[src/rtl/hbr_pkg.sv]
package hbr_pkg;

    localparam int NUM_LEGS = 2;
    localparam int LEG_A    = 0;
    localparam int LEG_B    = 1;

    typedef struct packed {
        logic hi;
        logic lo;
    } leg_t;

    typedef leg_t [NUM_LEGS-1:0] bridge_t;

    typedef struct packed {
        logic brake_n;
        logic enable;
        logic phase;
        logic mode;
        logic chop;
        logic fault;
    } ctrl_t;

    typedef enum logic [2:0] {
        ST_FAULT,
        ST_BRAKE,
        ST_PARKED,
        ST_DRIVE,
        ST_SLOW,
        ST_FAST
    } bridge_state_e;

    localparam leg_t LEG_OFF = '{hi: 1'b0, lo: 1'b0};
    localparam leg_t LEG_HI  = '{hi: 1'b1, lo: 1'b0};
    localparam leg_t LEG_LO  = '{hi: 1'b0, lo: 1'b1};

    function automatic bridge_state_e classify(input ctrl_t c);
        bridge_state_e s;
        if (c.fault)         s = ST_FAULT;
        else if (!c.brake_n) s = ST_BRAKE;
        else if (c.enable)   s = ST_PARKED;
        else if (!c.chop)    s = ST_DRIVE;
        else if (!c.mode)    s = ST_SLOW;
        else                 s = ST_FAST;
        return s;
    endfunction

    function automatic bridge_t target_of(input bridge_state_e s, input logic ph);
        bridge_t t;
        t = '{default: LEG_OFF};
        case (s)
            ST_BRAKE, ST_SLOW: begin
                t[LEG_A] = LEG_LO;
                t[LEG_B] = LEG_LO;
            end
            ST_DRIVE: begin
                t[LEG_A] = ph ? LEG_HI : LEG_LO;
                t[LEG_B] = ph ? LEG_LO : LEG_HI;
            end
            ST_FAST: begin
                t[LEG_A] = ph ? LEG_LO : LEG_HI;
                t[LEG_B] = ph ? LEG_HI : LEG_LO;
            end
            default: t = '{default: LEG_OFF};
        endcase
        return t;
    endfunction

endpackage

[src/rtl/hbr_decode.sv]
module hbr_decode
    import hbr_pkg::*;
(
    input  ctrl_t   ctrl,
    output bridge_t target,
    output logic    sleep_d,
    output logic    standby_d
);

    bridge_state_e state;

    always_comb begin
        state     = classify(ctrl);
        target    = target_of(state, ctrl.phase);
        sleep_d   = ctrl.brake_n & ctrl.enable & ctrl.mode;
        standby_d = ctrl.brake_n & ctrl.enable & ~ctrl.mode;
    end

endmodule

[src/rtl/hbr_leg.sv]
module hbr_leg
    import hbr_pkg::*;
#(
    parameter int DEAD_CYC = 25
) (
    input  logic clk,
    input  logic rst,
    input  leg_t tgt,
    output leg_t cmd,
    output logic blocked
);

    localparam int CW = (DEAD_CYC > 1) ? $clog2(DEAD_CYC) : 1;
    localparam logic [CW-1:0] RELOAD = CW'(DEAD_CYC - 1);

    leg_t          cmd_q;
    leg_t          cmd_d;
    logic [CW-1:0] gap_q;
    logic          last_hi_q;
    logic          guard;
    logic          fall_hi;
    logic          fall_lo;

    always_comb begin
        guard    = (gap_q != '0);
        cmd_d.hi = tgt.hi & ~cmd_q.lo & ~(guard & ~last_hi_q);
        cmd_d.lo = tgt.lo & ~tgt.hi & ~cmd_q.hi & ~(guard & last_hi_q);
        fall_hi  = cmd_q.hi & ~cmd_d.hi;
        fall_lo  = cmd_q.lo & ~cmd_d.lo;
        blocked  = (tgt.hi & ~cmd_d.hi) | (tgt.lo & ~tgt.hi & ~cmd_d.lo);
    end

    always_ff @(posedge clk) begin
        if (rst) begin
            cmd_q     <= LEG_OFF;
            gap_q     <= '0;
            last_hi_q <= 1'b0;
        end else begin
            cmd_q <= cmd_d;
            if (fall_hi || fall_lo) begin
                gap_q     <= RELOAD;
                last_hi_q <= fall_hi;
            end else if (guard) begin
                gap_q <= gap_q - 1'b1;
            end
        end
    end

    assign cmd = cmd_q;

    // never both switches of this leg on
    p_leg_excl_r8: assert property (@(posedge clk) disable iff (rst)
        !(cmd_q.hi && cmd_q.lo));

    // an upper turn-on is preceded by a cycle with the lower switch off
    p_gap_hi_r9: assert property (@(posedge clk) disable iff (rst)
        $rose(cmd_q.hi) |-> $past(!cmd_q.lo));

    // a lower turn-on is preceded by a cycle with the upper switch off
    p_gap_lo_r9: assert property (@(posedge clk) disable iff (rst)
        $rose(cmd_q.lo) |-> $past(!cmd_q.hi));

endmodule

[src/rtl/hbr_switch_ctrl.sv]
module hbr_switch_ctrl
    import hbr_pkg::*;
#(
    parameter int DEAD_CYC = 25
) (
    input  logic clk,
    input  logic rst,
    input  logic brake_n,
    input  logic enable,
    input  logic phase,
    input  logic mode,
    input  logic chop,
    input  logic fault,
    output logic hs_a,
    output logic ls_a,
    output logic hs_b,
    output logic ls_b,
    output logic sleep,
    output logic standby,
    output logic xover_act,
    output logic xover_end
);

    ctrl_t               ctrl;
    bridge_t             target;
    bridge_t             cmd;
    logic [NUM_LEGS-1:0] leg_blocked;
    logic                sleep_d;
    logic                standby_d;
    logic                sleep_q;
    logic                standby_q;
    logic                xact_q;
    logic                xend_q;
    logic                any_blocked;

    assign ctrl = '{brake_n: brake_n, enable: enable, phase: phase,
                    mode: mode, chop: chop, fault: fault};

    hbr_decode u_decode (
        .ctrl      (ctrl),
        .target    (target),
        .sleep_d   (sleep_d),
        .standby_d (standby_d)
    );

    for (genvar g = 0; g < NUM_LEGS; g++) begin : g_leg
        hbr_leg #(.DEAD_CYC(DEAD_CYC)) u_leg (
            .clk     (clk),
            .rst     (rst),
            .tgt     (target[g]),
            .cmd     (cmd[g]),
            .blocked (leg_blocked[g])
        );
    end

    assign any_blocked = |leg_blocked;

    always_ff @(posedge clk) begin
        if (rst) begin
            sleep_q   <= 1'b0;
            standby_q <= 1'b0;
            xact_q    <= 1'b0;
            xend_q    <= 1'b0;
        end else begin
            sleep_q   <= sleep_d;
            standby_q <= standby_d;
            xact_q    <= any_blocked;
            xend_q    <= xact_q & ~any_blocked;
        end
    end

    assign hs_a      = cmd[LEG_A].hi;
    assign ls_a      = cmd[LEG_A].lo;
    assign hs_b      = cmd[LEG_B].hi;
    assign ls_b      = cmd[LEG_B].lo;
    assign sleep     = sleep_q;
    assign standby   = standby_q;
    assign xover_act = xact_q;
    assign xover_end = xend_q;

    // fault clears every switch at the next edge
    p_fault_off_r7: assert property (@(posedge clk) disable iff (rst)
        fault |=> !(hs_a || ls_a || hs_b || ls_b));

    // braking drops both upper switches at the next edge
    p_brake_hs_off_r1: assert property (@(posedge clk) disable iff (rst)
        !brake_n |=> !(hs_a || hs_b));

    // disable clears every switch at the next edge
    p_enable_off_r2: assert property (@(posedge clk) disable iff (rst)
        (brake_n && enable) |=> !(hs_a || ls_a || hs_b || ls_b));

    // the two parked flags never show together
    p_status_excl_r3: assert property (@(posedge clk) disable iff (rst)
        !(sleep && standby));

    // the end pulse follows a cycle of active crossover
    p_xend_r10: assert property (@(posedge clk) disable iff (rst)
        xover_end |-> ($past(xover_act) && !xover_act));

endmodule

[config.mk]
export PLATFORM = sky130hd
export DESIGN_NAME = hbr_switch_ctrl
export DESIGN_NICKNAME = d
export VERILOG_FILES = /design/src/rtl/hbr_pkg.sv /design/src/rtl/hbr_decode.sv /design/src/rtl/hbr_leg.sv /design/src/rtl/hbr_switch_ctrl.sv
export SDC_FILE = /design/constraint.sdc
export NUM_CORES = 1
export LEC_CHECK = 0
export BUFFER_PORTS_ARGS = -buffer_cell sky130_fd_sc_hd__buf_2
export CORE_MARGIN = 5
export CORE_UTILIZATION = 45
export DETAILED_ROUTE_END_ITERATION = 7
export GPL_TIMING_DRIVEN = 0
export PLACE_DENSITY = 0.66
export SYNTH_ARGS = -nofsm -noshare
export SYNTH_HDL_FRONTEND = slang
export SYNTH_SLANG_ARGS = --single-unit
[constraint.sdc]
create_clock -name clk -period 2 [get_ports clk]
set_input_delay 0.1 -clock clk [delete_from_list [all_inputs] [get_ports clk]]
set_output_delay 0.1 -clock clk [all_outputs]
set_load 0.02 [all_outputs]
After elaboration in Yosys (flattened, before gate mapping)

Index checks and enable logic that the tools add are counted.
W data, S select, Z words.

Add/subtract/negate cells: 2
Eq/ne operators: 4
Muxes and demuxes: 12
Reductions and logical operators: 10
Bitwise gates (word level): 46

Operators by type and width:

| kind                  | count |
|---|---|
| $and A1 B1 Y1         | 26 |
| $mux W5               | 4 |
| $not A1 Y1            | 18 |
| $mux W3               | 4 |
| $pmux W4 S3           | 1 |
| $reduce_bool A5 Y1    | 2 |
| $sub A5 B1 Y5 const B | 2 |
| $reduce_or A2 Y1      | 4 |
| $eq A3 B3 Y1 const B  | 2 |
| $mux W2               | 2 |
| $reduce_bool A2 Y1    | 2 |
| $eq A3 B1 Y1 const B  | 1 |
| $eq A3 B2 Y1 const B  | 1 |
| $logic_or A1 B1 Y1    | 2 |
| $or A1 B1 Y1          | 2 |
| $mux W1               | 1 |

Logic and storage cells: 88
Output and inout port bits: 8
Register bits: 20

Depth between registers and ports, before layout

Gate-level depths: netlist of run 1.

Depth after elaboration: 18
Depth in mapped cells: 7
Gate-level depth less buffers: 6

Hierarchy

Synthesis of run 1 repeated with hierarchy kept, for this count alone.

Cells, all modules: 123
Area, all modules: 1072.3 µm²

Modules (own cells, without submodules):

| module          | cells an instance | seq. area each (µm²) | times used | area each (µm²) |
|---|---|---|---|---|
| hbr_leg         | 50                | 160.2                | 2          | 430.4 |
| hbr_switch_ctrl | 8                 | 80.1                 | 1          | 117.6 |
| hbr_decode      | 15                | 0.0                  | 1          | 93.8 |

Worst setup path before layout of run 1

Ideal clock, no wire load.

Kind: reg2reg
Start: register g_leg[0].u_leg.gap_q[0]
End: register g_leg[0].u_leg.gap_q[1]
Stages on the path, launching flop included: 7
Data arrival time: 1.649 ns
Setup slack: 0.248 ns
Required time: 1.897 ns
Setup time: 0.103 ns
Cell sequence: dfxtp_1 inv_1 ha_1 nor4b_2 nor2_1 a221o_1 a2111oi_2

Word-level cells in the longest chain between the ends: 8
Elaborated cells on any way between the ends: 14
Those cells by class: 1 x add/sub; 10 x bitwise; 3 x reduce/logical

RTL lines:

| item                             | line                         | source |
|---|---|---|
| start, declared                  | hbr_leg.sv:18                | `logic [CW-1:0] gap_q;` |
| start signal, assigned           | hbr_leg.sv:44                | `gap_q <= gap_q - 1'b1;` |
| $reduce_bool A5 Y1               | hbr_leg.sv:25                | `guard = (gap_q != '0);` |
| $and A1 B1 Y1 (on tied branches) | hbr_leg.sv:26, hbr_leg.sv:27 |  |
| $not A1 Y1 (on tied branches)    | hbr_leg.sv:26, hbr_leg.sv:27 |  |
| $and A1 B1 Y1 (on tied branches) | hbr_leg.sv:26, hbr_leg.sv:27 |  |
| $not A1 Y1 (on tied branches)    | hbr_leg.sv:28, hbr_leg.sv:29 |  |
| $and A1 B1 Y1 (on tied branches) | hbr_leg.sv:28, hbr_leg.sv:29 |  |
| $logic_or A1 B1 Y1               | hbr_leg.sv:40                | `if (fall_hi \|\| fall_lo) begin` |
| $reduce_or A2 Y1 (no line)       | n/a                          |  |

Parallel ways exist; a longest one is shown, timed or not.
A chain may end at the register's enable or synchronous reset.

Final worst setup path of run 1

Start: input mode
End: register g_leg[1].u_leg.gap_q[1]

Word-level cells in the longest chain between the ends: 16
Elaborated cells on any way between the ends: 23
Those cells by class: 4 x eq/ne; 6 x mux; 10 x bitwise; 3 x reduce/logical

RTL lines:

| item                                         | line                  | source |
|---|---|---|
| start, declared                              | hbr_switch_ctrl.sv:11 | `input logic mode,` |
| $mux W1 (*)                                  | hbr_pkg.sv:42         | `else if (!c.mode) s = ST_SLOW;` |
| $mux W3 (*)                                  | hbr_pkg.sv:41         | `else if (!c.chop) s = ST_DRIVE;` |
| $mux W3 (*)                                  | hbr_pkg.sv:40         | `else if (c.enable) s = ST_PARKED;` |
| $mux W3 (*)                                  | hbr_pkg.sv:39         | `else if (!c.brake_n) s = ST_BRAKE;` |
| $mux W3 (*)                                  | hbr_pkg.sv:38         | `if (c.fault) s = ST_FAULT;` |
| $eq A3 B1 Y1 or $eq A3 B3 Y1 (tied branches) | hbr_pkg.sv:50         | `case (s)` |
| $reduce_or A2 Y1                             | hbr_pkg.sv:50         |  |
| $pmux W4 S3 (*)                              | hbr_pkg.sv:50         |  |
| $not A1 Y1                                   | hbr_leg.sv:27         | `cmd_d.lo = tgt.lo & ~tgt.hi & ~cmd_q.hi & ~(guard & last_hi_q);` |
| $and A1 B1 Y1 (3 in series)                  | hbr_leg.sv:27         |  |
| $not A1 Y1                                   | hbr_leg.sv:29         | `fall_lo = cmd_q.lo & ~cmd_d.lo;` |
| $and A1 B1 Y1                                | hbr_leg.sv:29         |  |
| $logic_or A1 B1 Y1 (*)                       | hbr_leg.sv:40         |  |
| $reduce_or A2 Y1 (no line) (*)               | n/a                   |  |
| end signal, assigned                         | hbr_leg.sv:44         |  |
| end, declared                                | hbr_leg.sv:18         |  |

Every way passes the cells marked *; elsewhere a longest branch is shown, timed or not.

==> results of run 1 <==
[cell type report]
class                   instances  area [um2]
inverters                       7        26.3
plain buffers                   2        7.51
clock buffers                   3        22.5
fillers                       218        1000
flip-flops and latches         20         400
repair buffers                 15        80.1
multi-input cells              77         594
well taps                      28        35.0
[layout by cell type, fill, tap and decap left out, drive strengths merged, types with 4 or more instances in the layout]
cell | Yosys | final
o21ai | 7 | 7
nor2 | 7 | 7
inv | 7 | 7
nor4 | 5 | 5
nor3b | 5 | 5
clkbuf | 2 | 4
dfxtp | 20 | 20
nor3 | 5 | 5
buf | 1 | 15
a21oi | 6 | 6
xnor2 | 6 | 6
[power groups by stage]
stage / clock network [uW] / logic (uW) / registers, uW
after floorplan: 0 / 578 / 584
after global placement: 0 / 674 / 592
after detailed placement: 0 / 688 / 596
after CTS: 192 / 696 / 587
after global routing: 208 / 843 / 620
final: 185 / 752 / 604
[routing by layer]
layer  part of all wire, %  vias to the layer above  track usage [%]
li1                      -                      439                -
met1                    49                      403             18.6
met5                     0                        -                0
met3                   6.3                        2             2.71
met4                  0.68                        0             4.97
met2                    44                       19             19.4
[through the flow]
| stage | power (uW) | hold slack (ps) | util [%] | setup slack (ps) | instances |
|---|---|---|---|---|---|
| 2_1_floorplan | 1160 | 177 | - | 248 | 107 |
| 3_3_place_gp | 1270 | 315 | 51.2 | 85.1 | 149 |
| 3_5_place_dp | 1280 | 314 | 51.2 | 53.7 | 149 |
| 4_1_cts | 1470 | 56.9 | 52.7 | 23.9 | 153 |
| 5_1_grt | 1670 | 78.2 | 53.7 | 2.77 | 152 |
| 6_report | 1540 | 62.3 | 53.7 | 59.1 | 152 |
[path summary, 6_finish.rpt]
kind	from	slack [ps]	to
worst max-delay path	mode	60	g_leg[1].u_leg.gap_q[1]
worst min-delay path	enable	60	standby
worst max register to register	g_leg[1].u_leg.gap_q[0]	90	xover_act
worst min register to register	xover_act	440	xover_end
[kinds of logic (layout without fill, tap and decap cells)]
family	count (synthesis)	after routing
buffers and inverters	10	27
xor gates and xnor gates	7	7
DFF	20	20
AOI/OAI and AO/OA	29	29
adders and majority gates	3	3
muxes	2	2
and+or+nand+nor	36	36
[repair_timing]
action | in CTS | in global routing
hold buffers | 1 | 0
gates resized for setup | 0 | 5
hold endpoints to repair | 1 | 0
setup endpoints to repair | 0 | 6
[critical path: stages]
cell and delay [ps]:
dlygate4sd3_1 530, buf_2 140, and3_1 210, o32a_1 420, a221o_1 420, a2111oi_2 330
[sequential cells by signal, indices dropped and copies added (netlist names)]
| name | count |
|---|---|
| g_leg.u_leg.cmd | 4 |
| g_leg.u_leg.gap_q | 10 |
| g_leg.u_leg.last_hi_q | 2 |
| sleep | 1 |
| standby | 1 |
| xover_act | 1 |
| xover_end | 1 |
==> key figures, run 1 <==
Cells and area
  • Share of cells above drive strength 1: 19.4%
  • Synth-to-Final Area Change: 16.1%
  • Design area: 1170 um2
  • Ant. Diodes: 0
  • Layout Nets: 137

Clock network
  • CTS clk-pin slew, worst paths: 110 ps
  • Clk buf depth: 2
  • Clock Latency Late Sink: 290 ps
  • Number of CTS-inserted buffers: 3
  • CTS tree: yes
  • Root buf cell: clkbuf_4
  • Post-CTS setup buffers: 0
  • H-tree depth: 1
  • Clk sink count: 20

Yosys
  • Yosys Warn Count: 0
  • Syn Std Cell Area: 1000 um2
  • Library cells used by synthesis: 30
  • Synth area leaders: dfxtp_1 40%, xnor2_1 5.2%, ha_1 3.7%, nor3b_1 3.7%, o21ai_0 3.5%
  • Post-synthesis compound-gate area fraction: 21.9%
  • Synth Area in XOR/XNOR: 6.10%
  • Count leader, synth: dfxtp_1
  • Register area share after synthesis: 39.9%
  • Synth Area in Adders: 3.74%
  • Number of flops mapped to enable cells by yosys: 0
  • Synth top cells by count: 20 x dfxtp_1, 7 x inv_1, 7 x nor2_1, 7 x o21ai_0
  • Post-Syn Nets: 118
  • Mux contribution to synthesized area: 1.99%
  • Synth Instances: 107
  • Main combinational cell family by area after synthesis: simple AND/OR/NAND/NOR gates
  • Synth top area share: 39.9%
  • Post-synth top flop: dfxtp_1
  • Yosys top cell by area: dfxtp_1
  • Synth async-reset ratio: 0%
  • Post-Synth Simple-Gate Area: 22.7%
  • #FFs+latches synth: 20
  • Avg Cell Area, Syn: 9.39 um2

Worst setup path
  • Setup CP Type: in -> reg
  • Reg2reg path depth: 6
  • Crit path DAT: 2150 ps
  • Worst-path fanout max: 5
  • WP data required: 2200 ps
  • CP Capture Type: flip-flop
  • Critical path startpoint category: primary input

Placed design
  • Hpwl dp: 1.53 mm
  • IO Port Bufs: 14
  • Routability congestion estimate from global placement: 0.806
  • Placed standard-cell area: 1110 um2

Floorplanning
  • Full die area: 3280 um2
  • Num rows: 17
  • Core area: 2170 um2
  • Die span in x: 57.3 um
  • Die Y: 57.3 um
  • Starting density of the core: 46.3%
  • Top-level I/O count: 16

Pwr
  • Total power per unit cell area: 1320 nW/um2
  • Clock power frac: 12.0%
  • Peak VDD IR: 0.697 mV
  • Comb pwr share: 48.8%
  • Sw Ratio: 38.2%
  • Sequential share of power: 39.2%
  • Switching pwr: 588 uW
  • Int Power: 953 uW
  • P_leak: 0.000472 uW

STA
  • Slew @ Worst Pin: 471 ps
  • Clk_skew: 8.41 ps
  • RSZ-0062 raised after global routing: false
  • Hold Violations, Final: 0
  • Min cycle time layout: 1940 ps
  • Setup TNS: 0 ps
  • Fmax: 515 MHz
  • # setup viols final: 0
  • Slew Viols, Final: 0
  • Fin crit share: 97.0%
  • Slew margin rel.: 68.6%

Global routing
  • GR Util All Layers: 13.1%
  • Vias in the first global route: 773
  • Initial antenna violation count: 0
  • Largest net degree at the start of global routing: 11
  • First-pass GRT wire length: 3.43 mm
  • GRT overflow: 0

Drt
  • First-pass detailed-route iteration total: 4
  • DRC: 0
  • Via/cell ratio: 5.68
  • DR WL/cell: 13.5 um
  • Remaining antenna violation count: 0
  • Final wirelength: 2.05 mm
  • Initial DRC Count: 17
  • Routed via count: 863

Hold path
  • Hold path depth: 3
  • HP Class: in -> reg

Flow run
  • Max-Cap Viols: 0

Status
  • Status: finished clean
(Power assumes the default switching activity.)
==> run 2: changes to the inputs <==
--- a/config.mk
+++ b/config.mk
@@ -6,7 +6,7 @@
 export NUM_CORES = 1
 export LEC_CHECK = 0
 export BUFFER_PORTS_ARGS = -buffer_cell sky130_fd_sc_hd__buf_2
-export CORE_MARGIN = 5
+export CORE_MARGIN = 3
 export CORE_UTILIZATION = 45
 export DETAILED_ROUTE_END_ITERATION = 7
 export GPL_TIMING_DRIVEN = 0
==> key figures, run 2 (synthesis gave the netlist of run 1 again) <==
Global routing
  • Vias in the first global route: 893 (+16%)
  • First-pass GRT wire length: 3.81 mm (+11%)
  • Initial antenna violation count: 0 (unchanged)
  • GRT overflow: 0 (unchanged)
  • GR Util All Layers: 18.7% (+5.5 points)
  • Largest net degree at the start of global routing: 12 (+1)

Drt
  • Initial DRC Count: 13 (-4)
  • Final wirelength: 2.20 mm (+7.6%)
  • Routed via count: 891 (+3.2%)
  • Remaining antenna violation count: 0 (unchanged)
  • First-pass detailed-route iteration total: 6 (+2)
  • DRC: 0 (unchanged)
  • Via/cell ratio: 5.79 (+1.9%)
  • DR WL/cell: 14.3 um (+6.2%)

Cells and area
  • Ant. Diodes: 0 (unchanged)
  • Most frequent cells in the layout: 20 x dfxtp_1, 14 x buf_2, 7 x inv_1, 7 x o21ai_0, 7 x nor2_1
  • Design area: 1200 um2 (+3.0%)
  • Synth-to-Final Area Change: 19.6%
  • Largest register by flop count: g_leg.u_leg.gap_q
  • Fin cells: 154 (+1.3%)
  • Layout Nets: 139 (+1.5%)
  • Max reg flops: 10 (unchanged)
  • Share of cells above drive strength 1: 22.0% (+2.7 points)
  • Commonest non-fill, non-tap cell in the layout: dfxtp_1
  • Finished Core Util: 58.8% (+5.1 points)

Clock network
  • Clk sink count: 20 (unchanged)
  • CTS clk-pin slew, worst paths: 110 ps (about the same)
  • Clock Latency Late Sink: 300 ps (about the same)
  • Number of CTS-inserted buffers: 3 (unchanged)
  • Clk buf depth: 2 (unchanged)
  • CTS tree: yes
  • H-tree depth: 1 (unchanged)
  • Root buf cell: clkbuf_4

STA
  • Slew Viols, Final: 0 (unchanged)
  • Clk_skew: 4.91 ps (-3.50 ps)
  • Fmax: 515 MHz (about the same)
  • Fin crit share: 97.0% (about the same)
  • Min cycle time layout: 1940 ps (-0.197 ps)
  • Hold Violations, Final: 0 (unchanged)
  • Slew margin rel.: 64.5% (-4.1 points)
  • # setup viols final: 0 (unchanged)
  • Slew @ Worst Pin: 533 ps (+61.9 ps)

Worst setup path
  • Critical path startpoint category: primary input
  • Crit. Startpoint: mode
  • CP Capture Type: flip-flop
  • Worst R2R Setup Slack: 100 ps (about the same)
  • Worst-path fanout max: 5 (unchanged)
  • RR Startpoint: g_leg[0].u_leg.gap_q[0]
  • Setup CP Type: in -> reg
  • WP data required: 2210 ps (about the same)
  • Crit path DAT: 2150 ps (about the same)

Floorplanning
  • Num rows: 16 (-1)
  • Die Y: 53.3 um (-7.0%)
  • Full die area: 2840 um2 (-13%)
  • Die span in x: 53.3 um (-7.0%)
  • Core area: 2040 um2 (-5.9%)
  • Top-level I/O count: 16 (unchanged)
  • Starting density of the core: 49.2% (+2.9 points)

Placed design
  • Placed standard-cell area: 1110 um2 (-0.11%)
  • Hpwl dp: 1.63 mm (+6.4%)
  • IO Port Bufs: 14 (unchanged)
  • Placed cells: 148 (-0.67%)
  • Routability congestion estimate from global placement: 0.800 (-0.76%)

Pwr
  • Sw Ratio: 37.4% (-0.72 points)
  • Total power per unit cell area: 1380 nW/um2 (+4.7%)
  • Comb pwr share: 48.8% (about the same)
  • Sequential share of power: 36.7% (-2.5 points)
  • P_leak: 0.000493 uW (+4.4%)
  • Int Power: 1040 uW (+9.1%)
  • Clock power frac: 14.5% (+2.5 points)
  • Peak VDD IR: 0.647 mV (-7.2%)
  • Switching pwr: 622 uW (+5.8%)

Hold path
  • HP Start: enable
  • HP Class: in -> reg

Flow run
  • Max-Cap Viols: 0 (unchanged)

Status
  • Status: finished clean
==> run 2: cell types whose count changed in the layout (fill, tap and decap cells not counted) <==
cell | before | now
nor4_1 | 5 | 4
ha_1 | 2 | 3
nor4_2 | 0 | 1
or4b_4 | 1 | 2
ha_2 | 1 | 0
or4b_1 | 1 | 0
clkbuf_8 | 0 | 1
buf_4 | 0 | 2
==> run 2: layer usage <==
layer | vias up | part of all wire [%] | GRT usage (%)
met1 | 427 | 46 | 22.1
met4 | 0 | 1.0 | 6.38
li1 | 441 | - | -
met2 | 19 | 48 | 31.2
met5 | - | 0 | 0
met3 | 4 | 4.5 | 5.92
==> run 2: what timing repair did <==
item,4_1_cts,5_1_grt
hold endpoints to repair,1,0
endpoints found under the setup margin,2,3
gates resized for setup,2,4
buffers inserted,0,2
hold buffers,1,0
pin swaps,0,0
==> run 2: worst max-delay path, cell delays in order <==
cell and delay, ps:
dlygate4sd3_1 530, buf_2 140, and3_1 210, o32a_1 430
a221o_1 430, a2111oi_2 320
==> run 2: final timing paths <==
kind                              to  cells past startpoint
max reg2reg  g_leg[0].u_leg.gap_q[1]                      6
max          g_leg[1].u_leg.gap_q[1]                      6
min                          standby                      3
min reg2reg                xover_end                      2
==> run 2: cell type report <==
class / instances / area [um2]
buffer: 2 / 7.51
tap: 27 / 33.8
fill: 206 / 841
sequential: 20 / 400
inverter: 7 / 26.3
multi-input combinational: 77 / 602
timing repair buffer: 17 / 95.1
clock buffer: 4 / 36.3
==> run 2: power by group through the flow <==
| stage | Combinational, uW | Sequential [uW] | Clock, uW |
|---|---|---|---|
| final | 811 | 610 | 241 |
| after global routing | 907 | 623 | 266 |
| after CTS | 745 | 605 | 244 |
| after detailed placement | 701 | 598 | 0 |
| after global placement | 683 | 591 | 0 |
| after floorplan | 578 | 584 | 0 |
==> run 2: metrics by stage <==
stage	setup slack (ps)	TNS [ps]	total power, uW	hold WS [ps]
2_1_floorplan	248	0	1160	177
3_3_place_gp	45.1	0	1270	303
3_5_place_dp	3.37	0	1300	318
4_1_cts	43.5	0	1590	63.3
5_1_grt	-38.8	-38.8	1800	70.3
6_report	59.3	0	1660	65.6
==> run 3: changes to the inputs <==
--- a/config.mk
+++ b/config.mk
@@ -5,7 +5,7 @@
 export SDC_FILE = /design/constraint.sdc
 export NUM_CORES = 1
 export LEC_CHECK = 0
-export BUFFER_PORTS_ARGS = -buffer_cell sky130_fd_sc_hd__buf_2
+export BUFFER_PORTS_ARGS = -buffer_cell sky130_fd_sc_hd__clkbuf_2
 export CORE_MARGIN = 3
 export CORE_UTILIZATION = 45
 export DETAILED_ROUTE_END_ITERATION = 7
==> key figures, run 3 (synthesis gave the netlist of run 1 again) <==
Clock network
  • H-tree depth: 1 (unchanged)
  • Post-CTS setup buffers: 0 (unchanged)
  • CTS tree: yes
  • Clk sink count: 20 (unchanged)
  • Root buf cell: clkbuf_4
  • Clock Latency Late Sink: 310 ps (about the same)
  • Clk buf depth: 2 (unchanged)
  • CTS clk-pin slew, worst paths: 120 ps (about the same)
  • Number of CTS-inserted buffers: 3 (unchanged)

Floorplanning
  • Starting density of the core: 49.2% (unchanged)
  • Core area: 2040 um2 (unchanged)
  • Die Y: 53.3 um (unchanged)
  • Full die area: 2840 um2 (unchanged)
  • Num rows: 16 (unchanged)
  • Die span in x: 53.3 um (unchanged)
  • Top-level I/O count: 16 (unchanged)

Placed design
  • Routability congestion estimate from global placement: 0.803 (+0.41%)
  • Hpwl dp: 1.57 mm (-3.6%)
  • IO Port Bufs: 14 (unchanged)
  • Placed cells: 148 (unchanged)
  • Worst slack, placed: 0.862 ps (-2.50 ps)

Global routing
  • Initial antenna violation count: 0 (unchanged)
  • Largest net degree at the start of global routing: 13 (+1)
  • GRT overflow: 0 (unchanged)
  • Met3 Use GR: 3.10% (-2.8 points)
  • Vias in the first global route: 865 (-3.1%)
  • GR Util All Layers: 17.1% (-1.5 points)
  • Layer with the highest usage: met2
  • First-pass GRT wire length: 3.60 mm (-5.4%)
  • GR Layer Usage met1: 21.1% (-0.99 points)
  • Routing usage on met2: 29.2% (-2.0 points)

STA
  • Setup TNS: 0 ps (unchanged)
  • RSZ-0062 raised after global routing: false
  • Min cycle time layout: 1910 ps (-27.6 ps)
  • Fin Hold WS: 44.7 ps (-20.8 ps)
  • Slew Viols, Final: 0 (unchanged)
  • Slew @ Worst Pin: 482 ps (-51.0 ps)
  • Hold Violations, Final: 0 (unchanged)
  • Fin crit share: 95.7% (-1.4 points)
  • Clk_skew: 8.85 ps (+3.94 ps)
  • Slew margin rel.: 67.9% (+3.4 points)
  • Setup ws final: 86.8 ps (+27.6 ps)
  • Fmax: 523 MHz (+1.4%)
  • # setup viols final: 0 (unchanged)

Cells and area
  • Synth-to-Final Area Change: 19.7%
  • Ant. Diodes: 0 (unchanged)
  • Fin cells: 152 (-1.3%)
  • Most frequent cells in the layout: 20 x dfxtp_1, 14 x clkbuf_2, 7 x inv_1, 7 x o21ai_0, 7 x nor2_1
  • Layout Nets: 137 (-1.4%)
  • Max reg flops: 10 (unchanged)
  • Filler instances: 206 (unchanged)
  • Commonest non-fill, non-tap cell in the layout: dfxtp_1
  • Largest register by flop count: g_leg.u_leg.gap_q
  • Finished Core Util: 58.9% (+0.061 points)
  • Share of cells above drive strength 1: 20.8% (-1.2 points)

Pwr
  • Switching pwr: 603 uW (-3.1%)
  • Peak VDD IR: 0.697 mV (+7.7%)
  • Comb pwr share: 44.8% (-4.0 points)
  • P_leak: 0.000485 uW (-1.7%)
  • Int Power: 1090 uW (+5.3%)
  • Sw Ratio: 35.5% (-1.9 points)
  • Sequential share of power: 35.6% (-1.1 points)
  • Clock power frac: 19.7% (+5.2 points)
  • Total power per unit cell area: 1410 nW/um2 (+2.0%)

Worst setup path
  • WP data required: 2220 ps (about the same)
  • CP Capture Type: flip-flop
  • Worst path cell trace: dlygate4sd3_1 -> clkbuf_2 -> and3b_1 -> o32a_1 -> a221o_1 -> a2111oi_2
  • Slowest-stage cell, CP: dlygate4sd3_1
  • Crit path max-delay family: compound AO/OA/AOI/OAI gates
  • CP max stage delay: 530 ps (about the same)
  • Crit path DAT: 2130 ps (-20 ps)
  • Setup CP Type: in -> reg
  • Worst R2R Setup Slack: 120 ps (+20 ps)
  • WP buf/inv: 2 (unchanged)
  • Critical path startpoint category: primary input
  • Stages on the worst setup path: 6 (unchanged)
  • Reg2reg path depth: 6 (unchanged)
  • Worst-path fanout max: 5 (unchanged)

Drt
  • Initial DRC Count: 20 (+7)
  • Remaining antenna violation count: 0 (unchanged)
  • Via/cell ratio: 5.90 (+2.0%)
  • DRC: 0 (unchanged)
  • DR WL/cell: 13.4 um (-6.0%)
  • Routed via count: 897 (+0.67%)
  • First-pass detailed-route iteration total: 4 (-2)
  • Final wirelength: 2.04 mm (-7.3%)

Hold path
  • Hold path depth: 3 (unchanged)
  • HP Class: in -> reg

Status
  • Status: finished clean

Flow run
  • Max-Cap Viols: 0 (unchanged)
==> run 3: final timing paths <==
path                                         startpoint                      end
worst max-delay path                               mode  g_leg[0].u_leg.gap_q[1]
worst min-delay path                             enable                  standby
worst min register to register                xover_act                xover_end
worst max register to register  g_leg[0].u_leg.gap_q[0]  g_leg[0].u_leg.gap_q[1]
==> run 3: what timing repair did <==
item | 4_1_cts | 5_1_grt
setup endpoints to repair | 2 | 3
endpoints found under the hold margin | 1 | 0
pin swaps | 0 | 1
hold buffers | 1 | 0
gates resized for setup | 2 | 4
==> run 3: final cells by class <==
cell class              instances  area (um2)  share of cell area [%]
clock buffers                   3        22.5                    1.87
multi-input cells              77         602                    50.1
repair buffers                 15        80.1                    6.66
flip-flops and latches         20         400                    33.3
clock inverters                 1        30.0                    2.50
well taps                      27        33.8                    2.81
plain buffers                   2        7.51                   0.624
inverters                       7        26.3                    2.19
==> run 3: per-stage QoR <==
stage,instance area (um2),total power [uW]
after floorplan,1000,1160
after global placement,1110,1270
after detailed placement,1110,1290
after CTS,1190,1680
after global routing,1200,1820
final,1200,1700
==> run 3: power groups by stage <==
stage | clock network (uW) | logic [uW] | registers [uW]
after floorplan | 0 | 578 | 584
after global placement | 0 | 681 | 591
after detailed placement | 0 | 692 | 594
after CTS | 337 | 738 | 601
after global routing | 353 | 847 | 620
final | 333 | 759 | 604
==> run 3: metal layers <==
layer	share of wire [%]	vias up
met1	46	429
met4	0.59	0
li1	-	442
met3	5.7	2
met5	0	-
met2	47	24
==> run 3: worst min-delay path, delay by kind of cell <==
| kind | cells | cell delay (ps) |
|---|---|---|
| simple gates | 2 | 130 |
| buf+inv | 1 | 100 |
